<file path="config.mk">
export PLATFORM = sky130hd
export DESIGN_NAME = vat_xlate
export DESIGN_NICKNAME = d
export VERILOG_FILES = /design/src/rtl/vat_pkg.sv /design/src/rtl/vat_tlb.sv /design/src/rtl/vat_walk.sv /design/src/rtl/vat_xlate.sv
export SDC_FILE = /design/constraint.sdc
export NUM_CORES = 1
export LEC_CHECK = 0
export BUFFER_PORTS_ARGS = -buffer_cell sky130_fd_sc_hd__buf_4
export CORE_MARGIN = 2
export CORE_UTILIZATION = 35
export CTS_CLUSTER_DIAMETER = 60
export DETAILED_ROUTE_END_ITERATION = 12
export GPL_TIMING_DRIVEN = 0
export SYNTH_ARGS = -nofsm -noshare
export SYNTH_HDL_FRONTEND = slang
export SYNTH_SLANG_ARGS = --single-unit
</file>
<file path="constraint.sdc">
create_clock -name clk -period 3.7 [get_ports clk]
set_clock_uncertainty 0.1 [all_clocks]
set_input_delay 0.555 -clock clk [delete_from_list [all_inputs] [get_ports clk]]
set_output_delay 0.555 -clock clk [all_outputs]
set_load 0.02 [all_outputs]
</file>
<file path="src/rtl/vat_pkg.sv">
package vat_pkg;
    localparam int VA_W  = 32;
    localparam int PA_W  = 32;
    localparam int OFF_W = 12;
    localparam int IDX_W = 10;
    localparam int VPN_W = VA_W - OFF_W;
    localparam int PFN_W = PA_W - OFF_W;
    localparam int LIM_W = VPN_W + 1;

    typedef enum logic [2:0] {
        W_IDLE,
        W_OUT_REQ,
        W_OUT_WAIT,
        W_IN_REQ,
        W_IN_WAIT
    } walk_state_t;

    typedef struct packed {
        logic            done;
        logic            fault;
        logic [PA_W-1:0] paddr;
    } xlate_rsp_t;

    function automatic logic [VPN_W-1:0] vpn_of(input logic [VA_W-1:0] va);
        return va[VA_W-1:OFF_W];
    endfunction

    function automatic logic [IDX_W-1:0] outer_idx(input logic [VA_W-1:0] va);
        return va[VA_W-1 -: IDX_W];
    endfunction

    function automatic logic [IDX_W-1:0] inner_idx(input logic [VA_W-1:0] va);
        return va[OFF_W +: IDX_W];
    endfunction

    function automatic logic pte_valid(input logic [PA_W-1:0] w);
        return w[0];
    endfunction

    function automatic logic [PFN_W-1:0] pte_base(input logic [PA_W-1:0] w);
        return w[PA_W-1:OFF_W];
    endfunction

    function automatic logic [PA_W-1:0] entry_addr(input logic [PA_W-1:0] tbl,
                                                    input logic [IDX_W-1:0] idx);
        return tbl + {{(PA_W-IDX_W-2){1'b0}}, idx, 2'b00};
    endfunction
endpackage

</file>
<file path="src/rtl/vat_tlb.sv">
module vat_tlb #(
    parameter int ENTRIES = 8,
    parameter int TAG_W   = 20,
    parameter int DATA_W  = 20
) (
    input  logic              clk,
    input  logic              rst,
    input  logic              flush,
    input  logic [TAG_W-1:0]  look_tag,
    output logic              hit,
    output logic [DATA_W-1:0] look_data,
    input  logic              fill_en,
    input  logic [TAG_W-1:0]  fill_tag,
    input  logic [DATA_W-1:0] fill_data
);
    localparam int PTR_W = (ENTRIES > 1) ? $clog2(ENTRIES) : 1;

    logic [ENTRIES-1:0] vld;
    logic [ENTRIES-1:0] match;
    logic [TAG_W-1:0]   tags  [ENTRIES];
    logic [DATA_W-1:0]  datas [ENTRIES];
    logic [PTR_W-1:0]   ptr;
    logic               do_fill;

    assign do_fill = fill_en && !flush;

    for (genvar gi = 0; gi < ENTRIES; gi++) begin : g_ent
        assign match[gi] = vld[gi] && (tags[gi] == look_tag);

        always_ff @(posedge clk) begin
            if (rst) begin
                tags[gi]  <= '0;
                datas[gi] <= '0;
            end else if (do_fill && (ptr == PTR_W'(gi))) begin
                tags[gi]  <= fill_tag;
                datas[gi] <= fill_data;
            end
        end
    end

    always_comb begin
        look_data = '0;
        for (int i = 0; i < ENTRIES; i++) begin
            if (match[i]) look_data = look_data | datas[i];
        end
    end

    assign hit = |match;

    always_ff @(posedge clk) begin
        if (rst) begin
            vld <= '0;
            ptr <= '0;
        end else if (flush) begin
            vld <= '0;
        end else if (fill_en) begin
            vld[ptr] <= 1'b1;
            ptr      <= (ptr == PTR_W'(ENTRIES-1)) ? '0 : ptr + 1'b1;
        end
    end

    AST_HIT_UNIQUE: assert property (@(posedge clk) disable iff (rst)
        $onehot0(match));

    AST_FLUSH_EMPTIES: assert property (@(posedge clk) disable iff (rst)
        flush |=> (vld == '0));
endmodule

</file>
<file path="src/rtl/vat_walk.sv">
module vat_walk
    import vat_pkg::*;
(
    input  logic             clk,
    input  logic             rst,
    input  logic             req_valid,
    input  logic [VA_W-1:0]  req_vaddr,
    input  logic [PA_W-1:0]  cfg_table_base,
    input  logic [LIM_W-1:0] cfg_page_limit,
    input  logic             tlb_hit,
    input  logic [PFN_W-1:0] tlb_frame,
    input  logic             mem_rsp_valid,
    input  logic [PA_W-1:0]  mem_rsp_data,
    output logic             idle,
    output logic             mem_req_valid,
    output logic [PA_W-1:0]  mem_req_addr,
    output logic             fill_en,
    output logic [VPN_W-1:0] fill_tag,
    output logic [PFN_W-1:0] fill_frame,
    output xlate_rsp_t       rsp
);
    walk_state_t      st;
    logic [VA_W-1:0]  va_q;
    logic [PFN_W-1:0] inner_base;
    logic             accept;
    logic             in_range;
    logic             rsp_ok;

    assign accept   = req_valid && (st == W_IDLE);
    assign in_range = {1'b0, vpn_of(req_vaddr)} < cfg_page_limit;
    assign rsp_ok   = pte_valid(mem_rsp_data);
    assign idle     = (st == W_IDLE);

    assign mem_req_valid = (st == W_OUT_REQ) || (st == W_IN_REQ);
    assign mem_req_addr  = (st == W_OUT_REQ)
        ? entry_addr(cfg_table_base, outer_idx(va_q))
        : entry_addr({inner_base, {OFF_W{1'b0}}}, inner_idx(va_q));

    assign fill_en    = (st == W_IN_WAIT) && mem_rsp_valid && rsp_ok;
    assign fill_tag   = vpn_of(va_q);
    assign fill_frame = pte_base(mem_rsp_data);

    always_ff @(posedge clk) begin
        if (rst) begin
            st         <= W_IDLE;
            va_q       <= '0;
            inner_base <= '0;
            rsp        <= '0;
        end else begin
            rsp.done  <= 1'b0;
            rsp.fault <= 1'b0;
            unique case (st)
                W_IDLE: begin
                    if (accept) begin
                        va_q <= req_vaddr;
                        if (!in_range) begin
                            rsp.done  <= 1'b1;
                            rsp.fault <= 1'b1;
                            rsp.paddr <= '0;
                        end else if (tlb_hit) begin
                            rsp.done  <= 1'b1;
                            rsp.paddr <= {tlb_frame, req_vaddr[OFF_W-1:0]};
                        end else begin
                            st <= W_OUT_REQ;
                        end
                    end
                end
                W_OUT_REQ: st <= W_OUT_WAIT;
                W_OUT_WAIT: begin
                    if (mem_rsp_valid) begin
                        if (!rsp_ok) begin
                            st        <= W_IDLE;
                            rsp.done  <= 1'b1;
                            rsp.fault <= 1'b1;
                            rsp.paddr <= '0;
                        end else begin
                            inner_base <= pte_base(mem_rsp_data);
                            st         <= W_IN_REQ;
                        end
                    end
                end
                W_IN_REQ: st <= W_IN_WAIT;
                W_IN_WAIT: begin
                    if (mem_rsp_valid) begin
                        st       <= W_IDLE;
                        rsp.done <= 1'b1;
                        if (!rsp_ok) begin
                            rsp.fault <= 1'b1;
                            rsp.paddr <= '0;
                        end else begin
                            rsp.paddr <= {pte_base(mem_rsp_data), va_q[OFF_W-1:0]};
                        end
                    end
                end
                default: st <= W_IDLE;
            endcase
        end
    end

    AST_LIMIT_FIRST: assert property (@(posedge clk) disable iff (rst)
        (accept && !in_range) |=> (rsp.done && rsp.fault && !mem_req_valid));

    AST_HIT_NO_READ: assert property (@(posedge clk) disable iff (rst)
        (accept && in_range && tlb_hit) |=> (rsp.done && !rsp.fault && !mem_req_valid));

    AST_OFFSET_KEPT: assert property (@(posedge clk) disable iff (rst)
        (rsp.done && !rsp.fault) |-> (rsp.paddr[OFF_W-1:0] == va_q[OFF_W-1:0]));

    AST_FILL_ONLY_GOOD: assert property (@(posedge clk) disable iff (rst)
        fill_en |=> (rsp.done && !rsp.fault));

    AST_FAULT_ZERO: assert property (@(posedge clk) disable iff (rst)
        rsp.fault |-> (rsp.done && (rsp.paddr == '0)));

    AST_BUSY_NO_DONE: assert property (@(posedge clk) disable iff (rst)
        (st == W_OUT_REQ) |=> !rsp.done);
endmodule

</file>
<file path="src/rtl/vat_xlate.sv">
module vat_xlate #(
    parameter int TLB_ENTRIES = 8
) (
    input  logic        clk,
    input  logic        rst,
    input  logic        flush,
    input  logic        req_valid,
    input  logic [31:0] req_vaddr,
    output logic        idle,
    output logic        resp_done,
    output logic        resp_fault,
    output logic [31:0] resp_paddr,
    output logic        mem_req_valid,
    output logic [31:0] mem_req_addr,
    input  logic        mem_rsp_valid,
    input  logic [31:0] mem_rsp_data,
    input  logic [31:0] cfg_table_base,
    input  logic [20:0] cfg_page_limit
);
    import vat_pkg::*;

    logic             tlb_hit;
    logic [PFN_W-1:0] tlb_frame;
    logic             fill_en;
    logic [VPN_W-1:0] fill_tag;
    logic [PFN_W-1:0] fill_frame;
    xlate_rsp_t       rsp;

    vat_tlb #(
        .ENTRIES (TLB_ENTRIES),
        .TAG_W   (VPN_W),
        .DATA_W  (PFN_W)
    ) u_tlb (
        .clk       (clk),
        .rst       (rst),
        .flush     (flush),
        .look_tag  (vpn_of(req_vaddr)),
        .hit       (tlb_hit),
        .look_data (tlb_frame),
        .fill_en   (fill_en),
        .fill_tag  (fill_tag),
        .fill_data (fill_frame)
    );

    vat_walk u_walk (
        .clk            (clk),
        .rst            (rst),
        .req_valid      (req_valid),
        .req_vaddr      (req_vaddr),
        .cfg_table_base (cfg_table_base),
        .cfg_page_limit (cfg_page_limit),
        .tlb_hit        (tlb_hit),
        .tlb_frame      (tlb_frame),
        .mem_rsp_valid  (mem_rsp_valid),
        .mem_rsp_data   (mem_rsp_data),
        .idle           (idle),
        .mem_req_valid  (mem_req_valid),
        .mem_req_addr   (mem_req_addr),
        .fill_en        (fill_en),
        .fill_tag       (fill_tag),
        .fill_frame     (fill_frame),
        .rsp            (rsp)
    );

    assign resp_done  = rsp.done;
    assign resp_fault = rsp.fault;
    assign resp_paddr = rsp.paddr;

    AST_RESET_QUIET: assert property (@(posedge clk)
        $past(rst) |-> (!resp_done && !mem_req_valid));

    AST_DONE_PULSE_AFTER_WALK: assert property (@(posedge clk) disable iff (rst)
        (mem_req_valid && !idle) |=> !resp_done);
endmodule

</file>
== Yosys cells after proc, flatten, opt, wreduce, memory -nomap -nowiden ==
Memory sizes are Yosys's and may differ from the RTL's.
Index checks and enable logic that the tools add are counted.

* Register bits: 100
* Bits in writable memories: 320
* Input bits: 122
* Output and inout port bits: 68
* Memories: 2

{| class="wikitable"
|+ Memory list
! name !! depth !! width !! read ports !! clocked after Yosys merged registers in !! wr ports !! RTL line !! RTL
|-
| u_tlb.datas || 8 || 20 || 8 || 0 || 8 || vat_tlb.sv:21 || <nowiki>logic [DATA_W-1:0] datas [ENTRIES];</nowiki>
|-
| u_tlb.tags || 8 || 20 || 8 || 0 || 8 || vat_tlb.sv:20 || <nowiki>logic [TAG_W-1:0] tags [ENTRIES];</nowiki>
|}

* Add/subtract/negate cells: 3
* Order comparisons: 3
* Equality and inequality tests: 26
* Mux-type cells: 73
* Bitwise gates (word level): 25
* Reductions and logical operators: 33

{| class="wikitable"
|+ Operators by type and width
! kind !! count
|-
| $mux 20 || 24
|-
| $eq 20x20->1 || 8
|-
| $or 20x20->20 || 7
|-
| $mux 34 || 4
|-
| $mux 32 || 4
|-
| $pmux 34 s3 || 1
|-
| $add 32x12->32 || 2
|-
| $mux 1 || 31
|-
| $logic_and 1x1->1 || 21
|-
| $lt 20x21->1 || 1
|-
| $mux 3 || 6
|-
| $or 1x1->1 || 16
|-
| $eq 3x3->1 const B || 5
|-
| $pmux 3 s5 || 1
|-
| $eq 3x2->1 const B || 4
|-
| $ne 2x2->1 const B || 4
|-
| $or 8x8->8 || 1
|-
| $reduce_or 8->1 || 1
|-
| $eq 3x1->1 const B || 2
|-
| $logic_not 3->1 || 2
|-
| $reduce_and 6->1 || 1
|-
| $reduce_and 5->1 || 1
|-
| $lt 3x4->1 const B || 1
|-
| $ne 2x1->1 const B || 2
|-
| 12 further kinds || 13
|}

== Depth between registers and ports, before layout ==
An unclocked memory read counts as a cell.

* Depth after elaboration: 22
* Mapped depth: 12
* Depth with buffers taken out: 11

== By module ==
A second synthesis with hierarchy kept.

* Cell total of the unflattened synthesis: 2,074
* Area total of the unflattened synthesis: 22,236.3 um^2

{| class="wikitable"
|+ Modules (own cells, without submodules)
! module !! times used !! cells an instance !! area each (um^2) !! seq. area each (um^2)
|-
| vat_tlb || 1 || 1,334 || 16,507.1 || 9,829.4
|-
| vat_walk || 1 || 740 || 5,729.2 || 1,781.7
|}

== Worst setup path before layout ==
OpenSTA, ideal clock, no wires.

* Path type: input -> output
* Start point: input port cfg_table_base[3]
* End point: output port mem_req_addr[15]
* Data arrival time: 2.921 ns
* Required time: 3.045 ns
* Path slack: 0.124 ns
* Cell stages on the path: 10
* Buffers on the path: 1
* Path through: ha_1 -> a21o_1 -> a21o_1 -> a2111oi_0 -> or3_1 -> a31o_2 -> clkbuf_1 -> nor2_1 -> xnor2_1 -> o21ai_0

* Longest elaborated chain between the ends: 2

{| class="wikitable"
|+ RTL lines
! item !! RTL line !! RTL
|-
| from (decl) || vat_xlate.sv:17 || <nowiki>input logic [31:0] cfg_table_base,</nowiki>
|-
| $add 32x12->32 || vat_pkg.sv:46 || <nowiki>return tbl + {{(PA_W-IDX_W-2){1'b0}}, idx, 2'b00};</nowiki>
|-
| $mux 32 || vat_walk.sv:36 || <nowiki>? entry_addr(cfg_table_base, outer_idx(va_q))</nowiki>
|-
| to (decl) || vat_xlate.sv:14 || <nowiki>output logic [31:0] mem_req_addr,</nowiki>
|}

No other way between the ends.

== Final worst setup path ==
* Start point: register u_walk.va_q[22]
* End point: output port mem_req_addr[26]

* Longest elaborated chain between the ends: 2

{| class="wikitable"
|+ RTL lines
! item !! RTL line !! RTL
|-
| from (decl) || vat_walk.sv:23 || <nowiki>logic [VA_W-1:0] va_q;</nowiki>
|-
| from (signal assigned) || vat_walk.sv:55 || <nowiki>va_q <= req_vaddr;</nowiki>
|-
| $add 32x12->32 || vat_pkg.sv:46 ||
|-
| $mux 32 || vat_walk.sv:36 ||
|}

No other way between the ends.

==> run metrics <==
outcome=finished, violations left; failing checks=setup timing; nets@finish=2208; clock sinks=420; Clock power frac=36.6%; Antenna diodes=0; sequence of cells on the critical path=ha_4 > inv_2 > fa_2 > nor2b_2 > o21ai_2 > a21boi_2 > o21ai_2 > a211oi_4 > buf_12 > o2111ai_4 > xor2_1 > o21ai_1 > buf_4; CTS Buf Count=44; vias in the first global route=15001; Placed Area=0.0228 sq mm; root buffer cell=clkbuf_16; slowest CP cell=dfxtp_4; Max Buffers Root-to-Sink=3; Worst Hold Slack=186 ps; Static Leak=0.00916 uW; Die Width=245 microns; Final min period=3720 ps; Reg power frac=45.8%; Die Span Y=245 microns; dpl cells=2747; Starting Density=35.3%; Gate power share=17.7%; Setup CP Type=flip-flop to output port; Worst Path Arrival=3060 ps; Antenna Nets Post-Route=0; H-tree depth=2; Mapped Area=0.0203 sq mm; clock slew at reported path FFs=60 ps; max-cap viol count=0; metal3 WL=5210 microns; overall power=12100 uW; finished layout cell area=0.0246 sq mm; Power Dens Cells=492 mW/mm^2; WL final=64900 microns; total of warnings raised by yosys=0; Iteration-0 DRC Markers=1410; GRT Resource Usage Total=21.3%; DRT Pass-1 Iters=5; Avg WL per Cell=22.8 microns; Most used DFF post-synth=edfxtp_1; Int Power=8570 uW; Critical Path Max Stage Delay=400 ps; final worst slack=-16.9 ps; IO Count=190; CTS tree=built; VDD IR max=0.289 mV; CTS Hold Bufs=0; number of setup violations in the final report=2; worst-margin pin slew=1150 ps; top-count cell post-synth=and2_1; Crit Path Max Fanout=5; first-pass GRT wire length=95300 microns; Worst slew margin=22.3%; CP top delay family=compound AO/OA/AOI/OAI gates; PortBufs=177; # rows=88; Layout fillers=5438; WP buf/inv=3; antenna violations before repair=0; post-synthesis sequential area ratio=57.2%; switching power share of the total=29.1%; pre-CTS setup slack=-509 ps; Post-synth EDFFs=320; cell taking the most area after synthesis=edfxtp_1; max-slew violations=0; die area=0.0599 sq mm; Core ar.=0.0575 sq mm; RSZ-0062 raised after global routing=true; Crit. End Element=output port; cell mode on critical path=o21ai_2; vias=14943; Layout Area Growth over Synthesis=21.2%; worst skew pair latency=560 ps; DRT met1 WL=28400 microns; ratio of cells with drive above 1 in the final layout=18.5%; routability cong.=0.838; largest net degree at the start of global routing=30; CP startpoint kind=flip-flop; max layer used=met4; synthesized area per cell=11.3 sq um; top cell type's share of synthesized area=47.3%; Critical Path RT=3040 ps; final hold vios=0; fin crit share=100%; DRC Markers=0; top cells by count, synth=and2_1, edfxtp_1, nand2_1, xnor2_1, dfxtp_1; Mapped Cells=1797; non-filler instance count after layout=2850; syn_nets=1955; post-synthesis register bit count=420; fmax=0.269 GHz; metal2 WL=29900 microns; Hold Crit Class=primary input to flip-flop; switching power=3520 uW; asr flop ratio synth=0%; routed vias/inst=5.24; Congestion Overflow GR=0; Detail Placement HPWL=44700 microns; number of library cell types mapped by synthesis=51; top post-synthesis cells by area=edfxtp_1, and2_1, dfxtp_1
## registers in the layout, indices dropped and copies added (netlist names)
| name | cells |
|---|---|
| u_tlb.datas | 160 |
| u_tlb.tags | 160 |
| u_walk.rsp | 34 |
| u_walk.va_q | 32 |
| u_walk.inner_base | 20 |
| u_tlb.vld | 8 |
| u_tlb.ptr | 3 |
| u_walk.st | 3 |
## cells by family after synthesis
family / count (synthesis) / synth area share, %
simple gates: 678 / 18.3
flops: 420 / 57.2
compound gates: 324 / 10.9
xor+xnor: 187 / 8.07
buf+inv: 149 / 3.13
fa+ha+maj: 36 / 2.26
mux: 3 / 0.160
## final timing paths
path	from	to	slack, ps	cells after the start
worst min-delay path	req_vaddr[1]	u_walk.va_q[1]	190	3
worst min register to register	u_walk.va_q[2]	u_walk.va_q[2]	360	2
worst max register to register	u_tlb.tags[0][34]	u_walk.rsp[25]	320	9
worst max-delay path	u_walk.va_q[22]	mem_req_addr[26]	-20	13
## metrics by stage
stage / utilization [%] / setup TNS [ps]
detailed placement: 39.6 / -10390
finish: 42.8 / -21.3
global placement: 39.3 / -165230
CTS: 42.5 / -1360
floorplan: - / 0
global route: 42.8 / -1020
## worst min-delay path: cells and delay by family
family / cells / cell delay, ps
AOI/OAI and AO/OA: 1 / 60
buffers and inverters: 1 / 110
and+or+nand+nor: 1 / 70
## timing repair
item / CTS / global route
gates resized for setup: 31 / 33
setup buffers: 16 / 7
endpoints found under the hold margin: 0 / 0
gates cloned: 1 / 1
pin swaps: 12 / 17
endpoints found under the setup margin: 24 / 23
## per-layer routing
layer  global-route usage (%)  vias up
met1                     29.0     7399
li1                         -     6865
met2                     34.5      592
met5                        0        -
met4                     5.09        0
met3                     4.47       87
## placed cells by master, fill, tap and decap left out, types with 22 or more instances in the layout
master,count
inv_1,28
dfxtp_1,92
a21oi_1,81
nor2_1,46
buf_4,202
clkbuf_1,86
o21ai_1,51
nand4_1,26
buf_2,28
a31oi_1,22
and2_1,323
xnor2_1,110
edfxtp_1,320
ha_1,30
clkbuf_16,47
nand2_1,172
a22oi_1,40
xor2_1,77
## area by class of cell
class                   instances  area, sq um  area share [%]
clock inverters                20          160           0.651
multi-input cells            1229         8270            33.6
clock buffers                  61         1280            5.20
plain buffers                 119          526            2.14
well taps                     765          957            3.89
repair buffers                207         1670            6.79
inverters                      29          109           0.442
flip-flops and latches        420        11600            47.3
## power groups by stage
stage	clock, uW	sequential, uW	combinational (uW)
after floorplan	0	5500	1180
after global placement	0	5630	1930
after detailed placement	0	5630	2000
after CTS	4450	5530	2070
after global routing	4640	5550	2310
final	4420	5530	2140
No activity file was read; power rests on OpenSTA's default activity.
